File: src/rtl/cmdq_pkg.sv
package cmdq_pkg;

  localparam int REG_AW = 3;

  localparam logic [REG_AW-1:0] ADR_CTRL = 3'd0;
  localparam logic [REG_AW-1:0] ADR_IEN  = 3'd1;
  localparam logic [REG_AW-1:0] ADR_PEND = 3'd2;
  localparam logic [REG_AW-1:0] ADR_LVL  = 3'd3;
  localparam logic [REG_AW-1:0] ADR_PUSH = 3'd4;

  localparam int BIT_CMD_DONE = 10;
  localparam int BIT_ALL_DONE = 9;
  localparam int BIT_FULL     = 8;
  localparam int BIT_LEVEL    = 0;

  typedef struct packed {
    logic cmd_done;
    logic all_done;
    logic full;
    logic level;
  } irq_vec_t;

  function automatic logic [31:0] vec_to_word(irq_vec_t v);
    logic [31:0] w;
    w = '0;
    w[BIT_CMD_DONE] = v.cmd_done;
    w[BIT_ALL_DONE] = v.all_done;
    w[BIT_FULL]     = v.full;
    w[BIT_LEVEL]    = v.level;
    return w;
  endfunction

  function automatic irq_vec_t word_to_vec(logic [31:0] w);
    irq_vec_t v;
    v.cmd_done = w[BIT_CMD_DONE];
    v.all_done = w[BIT_ALL_DONE];
    v.full     = w[BIT_FULL];
    v.level    = w[BIT_LEVEL];
    return v;
  endfunction

endpackage

File: src/rtl/cmdq_fifo.sv
module cmdq_fifo #(
  parameter int DW    = 32,
  parameter int DEPTH = 32,
  localparam int PTR_W = (DEPTH > 1) ? $clog2(DEPTH) : 1,
  localparam int CNT_W = $clog2(DEPTH + 1)
) (
  input  logic             clk,
  input  logic             rst_n,
  input  logic             clr,
  input  logic             push,
  input  logic [DW-1:0]    push_data,
  input  logic             pop,
  output logic [DW-1:0]    pop_data,
  output logic [CNT_W-1:0] count,
  output logic             full,
  output logic             empty
);

  logic [DW-1:0]    mem [DEPTH];
  logic [PTR_W-1:0] wr_ptr, rd_ptr;
  logic             push_ok, pop_ok;

  function automatic logic [PTR_W-1:0] bump(logic [PTR_W-1:0] p);
    return (p == PTR_W'(DEPTH - 1)) ? '0 : p + 1'b1;
  endfunction

  assign full     = (count == CNT_W'(DEPTH));
  assign empty    = (count == '0);
  assign pop_ok   = pop && !empty;
  assign push_ok  = push && (!full || pop_ok);
  assign pop_data = mem[rd_ptr];

  always_ff @(posedge clk) begin
    if (push_ok && !clr) mem[wr_ptr] <= push_data;
  end

  always_ff @(posedge clk or negedge rst_n) begin
    if (!rst_n) begin
      wr_ptr <= '0;
      rd_ptr <= '0;
      count  <= '0;
    end else if (clr) begin
      wr_ptr <= '0;
      rd_ptr <= '0;
      count  <= '0;
    end else begin
      if (push_ok) wr_ptr <= bump(wr_ptr);
      if (pop_ok)  rd_ptr <= bump(rd_ptr);
      case ({push_ok, pop_ok})
        2'b10:   count <= count + 1'b1;
        2'b01:   count <= count - 1'b1;
        default: count <= count;
      endcase
    end
  end

endmodule

File: src/rtl/cmdq_irq.sv
module cmdq_irq
  import cmdq_pkg::*;
#(
  parameter int DEPTH = 32,
  localparam int CNT_W = $clog2(DEPTH + 1)
) (
  input  logic             clk,
  input  logic             rst_n,
  input  logic             clr,
  input  logic             en_we,
  input  irq_vec_t         en_wdata,
  input  logic             w1c_we,
  input  irq_vec_t         w1c_mask,
  input  logic             lvl_we,
  input  logic [CNT_W-1:0] lvl_wdata,
  input  logic [CNT_W-1:0] count,
  input  logic             done_evt,
  input  logic             q_empty,
  output irq_vec_t         en,
  output irq_vec_t         pend,
  output logic [CNT_W-1:0] level,
  output logic             irq
);

  logic     full_arm, lvl_arm, full_arm_q, lvl_arm_q;
  irq_vec_t set_vec, clr_vec;

  assign full_arm = en.full  && (count == CNT_W'(DEPTH));
  assign lvl_arm  = en.level && (count >= level);

  always_comb begin
    set_vec.cmd_done = done_evt && en.cmd_done;
    set_vec.all_done = done_evt && q_empty && en.all_done;
    set_vec.full     = full_arm && !full_arm_q;
    set_vec.level    = lvl_arm  && !lvl_arm_q;
    clr_vec          = w1c_we ? w1c_mask : '0;
  end

  always_ff @(posedge clk or negedge rst_n) begin
    if (!rst_n) begin
      en         <= '0;
      pend       <= '0;
      level      <= '0;
      full_arm_q <= 1'b0;
      lvl_arm_q  <= 1'b0;
    end else if (clr) begin
      en         <= '0;
      pend       <= '0;
      level      <= '0;
      full_arm_q <= 1'b0;
      lvl_arm_q  <= 1'b0;
    end else begin
      if (en_we)  en    <= en_wdata;
      if (lvl_we) level <= lvl_wdata;
      pend       <= (pend & ~clr_vec) | set_vec;
      full_arm_q <= full_arm;
      lvl_arm_q  <= lvl_arm;
    end
  end

  assign irq = |pend;

endmodule

File: src/rtl/cmdq_irq_ctrl.sv
module cmdq_irq_ctrl
  import cmdq_pkg::*;
#(
  parameter int DW    = 32,
  parameter int DEPTH = 32,
  localparam int CNT_W = $clog2(DEPTH + 1)
) (
  input  logic              clk,
  input  logic              rst_n,
  input  logic              reg_we,
  input  logic [REG_AW-1:0] reg_addr,
  input  logic [31:0]       reg_wdata,
  output logic [31:0]       reg_rdata,
  output logic              cmd_valid,
  input  logic              cmd_ready,
  output logic [DW-1:0]     cmd_data,
  input  logic              eng_done,
  output logic              irq
);

  logic             srst_q, busy_q;
  logic             q_push, q_pop, q_full, q_empty, done_evt;
  logic [CNT_W-1:0] q_count, level;
  irq_vec_t         en, pend;

  assign q_push   = reg_we && (reg_addr == ADR_PUSH);
  assign cmd_valid = !q_empty && !busy_q;
  assign q_pop    = cmd_valid && cmd_ready;
  assign done_evt = eng_done && busy_q;

  always_ff @(posedge clk or negedge rst_n) begin
    if (!rst_n) begin
      srst_q <= 1'b0;
      busy_q <= 1'b0;
    end else begin
      srst_q <= reg_we && (reg_addr == ADR_CTRL) && reg_wdata[0] && !srst_q;
      if (srst_q)        busy_q <= 1'b0;
      else if (q_pop)    busy_q <= 1'b1;
      else if (done_evt) busy_q <= 1'b0;
    end
  end

  cmdq_fifo #(.DW(DW), .DEPTH(DEPTH)) u_fifo (
    .clk       (clk),
    .rst_n     (rst_n),
    .clr       (srst_q),
    .push      (q_push),
    .push_data (reg_wdata[DW-1:0]),
    .pop       (q_pop),
    .pop_data  (cmd_data),
    .count     (q_count),
    .full      (q_full),
    .empty     (q_empty)
  );

  cmdq_irq #(.DEPTH(DEPTH)) u_irq (
    .clk       (clk),
    .rst_n     (rst_n),
    .clr       (srst_q),
    .en_we     (reg_we && (reg_addr == ADR_IEN)),
    .en_wdata  (word_to_vec(reg_wdata)),
    .w1c_we    (reg_we && (reg_addr == ADR_PEND)),
    .w1c_mask  (word_to_vec(reg_wdata)),
    .lvl_we    (reg_we && (reg_addr == ADR_LVL)),
    .lvl_wdata (reg_wdata[CNT_W-1:0]),
    .count     (q_count),
    .done_evt  (done_evt),
    .q_empty   (q_empty),
    .en        (en),
    .pend      (pend),
    .level     (level),
    .irq       (irq)
  );

  always_comb begin
    unique case (reg_addr)
      ADR_IEN:  reg_rdata = vec_to_word(en);
      ADR_PEND: reg_rdata = vec_to_word(pend);
      ADR_LVL:  reg_rdata = 32'(level);
      default:  reg_rdata = '0;
    endcase
  end

endmodule

File: config.mk
export PLATFORM = sky130hd
export DESIGN_NAME = cmdq_irq_ctrl
export DESIGN_NICKNAME = d
export VERILOG_FILES = /design/src/rtl/cmdq_pkg.sv /design/src/rtl/cmdq_fifo.sv /design/src/rtl/cmdq_irq.sv /design/src/rtl/cmdq_irq_ctrl.sv
export SDC_FILE = /design/constraint.sdc
export NUM_CORES = 1
export LEC_CHECK = 0
export BUFFER_PORTS_ARGS = -buffer_cell sky130_fd_sc_hd__buf_2
export CELL_PAD_IN_SITES_DETAIL_PLACEMENT = 1
export CELL_PAD_IN_SITES_GLOBAL_PLACEMENT = 2
export CORE_ASPECT_RATIO = 1.5
export CORE_MARGIN = 2
export CORE_UTILIZATION = 46
export DETAILED_ROUTE_END_ITERATION = 6
export PLACE_DENSITY_LB_ADDON = 0.1
export SYNTH_ARGS = -nofsm -noshare
export SYNTH_HDL_FRONTEND = slang
export SYNTH_SLANG_ARGS = --single-unit
File: constraint.sdc
create_clock -name clk -period 3.35 [get_ports clk]
set_clock_uncertainty 0.05 [all_clocks]
set_input_delay 0.1675 -clock clk [delete_from_list [all_inputs] [get_ports clk]]
set_output_delay 0.1675 -clock clk [all_outputs]
set_load 0.01 [all_outputs]
# Word-level counts from Yosys, hierarchy flattened
# Memory sizes are Yosys's and may differ from the RTL's.
# Cells that the tools add are included.
[totals]
register_bits = 34
memories = 1
wordCells = 92
ramBits = 1024
mem_bits_ro = 0
latchBits = 0
inputBits = 40
[memory_table]
columns = ["memory", "words", "word_bits", "read_ports", "rd_ports_with_merged_regs", "wr", "line_no", "source"]
rows = [
  ["u_fifo.mem", 32, 32, 1, 0, 1, "cmdq_fifo.sv:19", "logic [DW-1:0] mem [DEPTH];"],
]
[op_classes]
n_eq_ne = 9
div = 0
multipliers = 0
n_mux = 22
shift = 0
magnitude_cmp = 1
n_reduce_logical = 36
bitwise_logic = 3
n_addsub = 4
[ops]
columns = ["op", "count"]
rows = [
  ["one-hot mux 11 bit (3 select lines)", 1],
  ["2-to-1 mux 5 bit", 6],
  ["logical AND 1 bit", 20],
  ["2-to-1 mux 6 bit", 3],
  ["2-to-1 mux 4 bit", 4],
  ["one-hot mux 6 bit (2 select lines)", 1],
  ["adder 5 x 1 -> 5 bit, second input constant", 2],
  ["equality test 5 bit, second input constant", 2],
  ["nonzero test 2 bit", 4],
  ["2-to-1 mux 1 bit", 7],
  ["adder 6 x 1 -> 6 bit, second input constant", 1],
  ["equality test 3 x 2 -> 1 bit, second input constant", 2],
  ["equality test 6 bit, second input constant", 1],
  [">= comparator 6 bit", 1],
  ["zero test 1 bit", 6],
  ["zero test 6 bit", 1],
  ["nonzero test 3 bit", 2],
  ["subtractor 6 x 1 -> 6 bit, second input constant", 1],
  ["AND 4 bit", 1],
  ["NOT 4 bit", 1],
  ["OR 4 bit", 1],
  ["OR reduction 4 bit", 1],
  ["equality test 3 x 1 -> 1 bit, second input constant", 1],
  ["equality test 3 bit, second input constant", 1],
  ["4 further kinds", 4],
]

# Depth between registers and ports, before layout
[depth]
ltp_word = 10
ltp_mapped = 12
depth_no_buf = 10

# Hierarchy
# Synthesis repeated with hierarchy kept, for this count alone.
[unflattened]
hier_cells = 1757
area_unflattened_um2 = 41283.3
[modules_own_cells]
columns = ["mod", "area_each_um2", "cells_each", "n_inst"]
rows = [
  ["cmdq_fifo", 40009.6, 1620, 1],
  ["cmdq_irq", 799.5, 77, 1],
  ["cmdq_irq_ctrl", 474.2, 60, 1],
]

# Worst setup path after synthesis
# No wires, ideal clock.
[synth_timing]
path_type = "register to register"
startpoint = "register u_fifo.count[2]"
endpoint = "memory u_fifo.mem[31][0] (enable)"
arrival_ps = 2907
stages_incl_launch_ff = 8
setup_time_ps = 421
path_buffers = 1
synth_period_minus_slack_ps = 3378
required_time_ps = 2879
slack_ps = -28
cell_sequence = "dfrtp_1 -> buf_2 -> or4_4 -> nor2_4 -> a31oi_1 -> and2_4 -> nand2_1 -> nor2_1"
[synth_between]
elab_chain_cells = 10
word_cells_on_any_way = 12
[synth_lines]
columns = ["item", "line_no", "source"]
rows = [
  ["start: declaration", "cmdq_fifo.sv:14", "output logic [CNT_W-1:0] count,"],
  ["start signal: assignment", "cmdq_fifo.sv:50", "2'b10: count <= count + 1'b1;"],
  ["start signal: assignment", "cmdq_fifo.sv:51", "2'b01: count <= count - 1'b1;"],
  ["start signal: assignment", "cmdq_fifo.sv:52", "default: count <= count;"],
  ["zero test 6 bit", "cmdq_fifo.sv:28", "assign empty = (count == '0);"],
  ["zero test 1 bit", "cmdq_fifo.sv:29, cmdq_irq_ctrl.sv:27", ""],
  ["logical AND 1 bit", "cmdq_irq_ctrl.sv:27", "assign cmd_valid = !q_empty && !busy_q;"],
  ["logical AND 1 bit", "cmdq_irq_ctrl.sv:28", "assign q_pop = cmd_valid && cmd_ready;"],
  ["logical AND 1 bit", "cmdq_fifo.sv:29", "assign pop_ok = pop && !empty;"],
  ["logical OR 1 bit *", "cmdq_fifo.sv:30", "assign push_ok = push && (!full || pop_ok);"],
  ["logical AND 1 bit *", "cmdq_fifo.sv:30", ""],
  ["logical AND 1 bit *", "cmdq_fifo.sv:34", "if (push_ok && !clr) mem[wr_ptr] <= push_data;"],
  ["2-to-1 mux 1 bit *", "cmdq_fifo.sv:34", ""],
  ["2-to-1 mux 1 bit (not written as such) *", "cmdq_fifo.sv:34", ""],
  ["end: declaration", "cmdq_fifo.sv:19", ""],
]
# Mark *: on every way between the ends. The rest lies on a longest branch, timed or not.

# Worst setup path after layout
[layout_timing]
startpoint = "register u_fifo.rd_ptr[0]"
endpoint = "output port cmd_data[12]"
[layout_between]
elab_chain_cells = 1
[layout_lines]
columns = ["item", "line_no", "source"]
rows = [
  ["start: declaration", "cmdq_fifo.sv:20", "logic [PTR_W-1:0] wr_ptr, rd_ptr;"],
  ["start signal: assignment", "cmdq_fifo.sv:48", "if (pop_ok) rd_ptr <= bump(rd_ptr);"],
  ["memory (32 x 32 bit)", "-", ""],
  ["end: declaration", "cmdq_irq_ctrl.sv:16", "output logic [DW-1:0] cmd_data,"],
]
# Every way passes these cells.

==> impl_results.md <==
- Root Driver: clkbuf_16
- Htree depth: 3
- Clock transition at path regs: roughly 0.06 ns
- Tot GR Track Use: 24.7%
- Area post-placement: ~44000 sq um
- Reg2Reg Launch Point: busy_q
- Slowest cell on the critical path: dfrtp_4
- Critical path's largest stage delay: between 0.4 and 0.5 ns
- Max Buffers Root-to-Sink: 3
- Failing checks: negative setup slack
- Max cap viols: 0
- Worst VDD drop: around 0.6 mV
- Fillers: ~7600
- F_max: 0.297 GHz
- Multi-input gate area: approximately 9400 sq um
- HPWL Detailed: about 63000 um
- Antenna viol nets, final: 0
- Multiplexer share of the synthesized area: between 10% and 20%
- Synth Instances: 1764
- Area growth syn-to-layout: 18.8%
- CTS tree: built
- Final worst path period share: 100%
- Final setup fails: 3
- Initial Utilization: a little under half
- Design Area, Final: around 50000 sq um
- Register area: 31600 sq um
- Fin cells: 3295
- Pwr Density: between 700 and 800 nW/um^2
- CP Launch Point: u_fifo.rd_ptr[0]
- Slew HR: 22.7%
- Critical Path Fanout Max: 8
- Synth Cell Area: 41200 sq um
- Via count: 19600
- I/O pins: between 100 and 150
- Compound-Gate Fraction of Synth Area: less than 1%
- Initial DRC Count: ~1800
- Least-Margin Pin Slew: around 1.2 ns
- Pin count of the biggest net entering global routing: 38
- Critical path class: reg -> out
- Rows: between 100 and 150
- DRT Pass-1 Iters: 5
- WP depth: 8
- Max-slew violations: 0
- Vias in the first global route: approximately 21000
- CP top delay family: multiplexers
- Crit. End Element: output pin
- Leakage: between 15 and 20 nW
- Hold slack: roughly 0.055 ns
- Bufs and invs on worst path: 5
- Async set-reset flop share out of synthesis: 3.21%
- GP Congestion: around 0.76
- Final Hold Fails: 0
- Status: complete, but fails checks
- Clk_lat worst skew: 0.71 ns
- Port Buf Inserts: between 80 and 90
- Final worst setup slack: -0.0135 ns
- Cell count of the worst reg-to-reg path: 7
- Syn avg cell area: 23.4 sq um
- Synth Area in Adders: 0.485%
- Register area share after synthesis: approximately three quarters
- RSZ-0062 raised after global routing: true
- Ys Warns: 0
- Dpl ws: 0.481 ns
- Final min period: approximately 3.4 ns
- Vias per std cell: 5.95
- Core area: 88900 sq um
- Tot Pwr: 37.8 mW
- Inst Count DP: ~3000
- First-pass GRT wire length: around 160000 um
- Routed len/inst: approximately 34 um
- Share of cells above drive strength 1: a little under two fifths
- Critical path endpoint: cmd_data[12]
- Crit-path cells: buf_12 > buf_16 > buf_16 > buf_12 > mux4_2 > mux4_2 > mux2_4 > buf_6
- R2R setup slack: ~0.50 ns
- Simple-gate portion of the synthesized area: 1.78%
- CP arrival: between 3 and 4 ns
- Die W: 248 um
- Final wirelength: ~110000 um
- # clock sinks: approximately 1100
- Fin nets: 2110
- Inserted Clock Buffers: 98
- Unique cell type count in the Yosys netlist: between 60 and 70
- Largest family of logic cells by synthesized area: multiplexers
- Seq cells post-synth: about 1100
- Post-synth EDFFs: ~1000
- CP Launch Type: flop
- Top FF cell, synth: edfxtp_1
- GRT overflow: 0
- Hold Path Class: in -> async
- Die H: approximately 370 um
- Antenna violations before repair: 3
- Worst path required time: between 3 and 4 ns
- Detailed-route DRC error count: 0
- Post-synthesis xor/xnor area fraction: less than 1%
- Die Area: 92100 sq um
- Worst reg2reg endpoint: u_fifo.mem[9][26]
routing by layer:
metal / global-route usage (%) / wire length [um] / vias up / part of all wire, %
li1: - / - / 8056 / -
met1: 30.5 / 42200 / 10800 / 37
met2: 45.8 / 62500 / 622 / 56
met3: 2.69 / 5130 / 138 / 4.6
met4: 7.52 / 2710 / 0 / 2.4
met5: 0 / 0 / - / 0
Yosys cell counts, types with 14 or more instances:
| library cell | n | share of area [%] |
|---|---|---|
| a21oi_1 | 16 | 0.19 |
| buf_4 | 43 | 0.78 |
| clkbuf_1 | 54 | 0.49 |
| dfrtp_1 | 34 | 2.1 |
| edfxtp_1 | 1024 | 75 |
| ha_1 | 16 | 0.49 |
| inv_1 | 14 | 0.13 |
| mux2_2 | 32 | 0.87 |
| mux4_2 | 320 | 17 |
| nand2_1 | 24 | 0.22 |
| nor2_1 | 65 | 0.59 |
cell families (layout without fill, tap and decap cells):
family / count (synthesis) / after routing
other cells: 1 / 25
simple gates: 147 / 147
buf+inv: 128 / 479
xor+xnor: 5 / 5
fa+ha+maj: 16 / 16
flops: 1058 / 1058
mux: 360 / 360
compound gates: 49 / 49
per-stage QoR:
| step | utilization, % | TNS [ns] |
|---|---|---|
| detailed placement | 49.7 | 0 |
| finish | 55.1 | -0.0340 |
| floorplan | - | -26.27 |
| global placement | 49.7 | 0 |
| CTS | 54.7 | -1.45 |
| global route | 55.1 | -0.661 |
repair_timing:
item,CTS,global route
gates cloned,9,11
endpoints found under the hold margin,1009,0
resized for setup,68,21
setup buffers,20,8
setup endpoints to repair,32,27
hold buffers,40,0
worst min-delay path by stage:
stage | from | end | cells past startpoint
6_report | rst_n | u_irq.level[3] | 2
5_1_grt | reg_wdata[10] | u_fifo.mem[3][10] | 1
4_1_cts | reg_wdata[10] | u_fifo.mem[16][10] | 1
3_5_place_dp | rst_n | u_irq.level[3] | 1
3_3_place_gp | rst_n | u_irq.level[4] | 1
2_1_floorplan | rst_n | busy_q | 0
sequential cells by signal, summed over array words and instances, names as in the netlist, 4 cells and up:
register	flops
u_irq.pend	4
u_fifo.mem	1024
u_irq.en	4
u_fifo.rd_ptr	5
u_fifo.wr_ptr	5
u_fifo.count	6
u_irq.level	6
cells in the final DEF, fill, tap and decap left out, drive strengths merged, types with 4 or more instances in the layout:
cell         instances
inv                 19
o21ai                5
mux2                33
edfxtp            1024
bufinv              12
conb                23
clkinvlp             5
ha                  16
clkinv              37
dfrtp               34
nand2               24
mux4               320
clkbuf             133
a21oi               16
and2                 6
nor2                67
dlygate4sd3         40
buf                233
xnor2                4
nand3               11
a22oi                5
nand2b               5
mux2i                7
nor3                 8
final cells by class:
type                       count  share of cell area, %
clock buffer                 124                   5.31
multi-input combinational    600                   19.2
antenna                        2                 0.0102
clock inverter                59                   1.38
timing repair buffer         282                   6.57
tap                         1156                   2.95
sequential                  1058                   64.5
inverter                      14                  0.107
power by group:
group	switching [mW]	total, mW	internal [mW]
sequential	0.394	15.1	14.7
clock	4.99	11.5	6.47
combinational	4.84	11.3	6.45
total	10.2	37.8	27.6
Power figures use the tool's default switching activity.
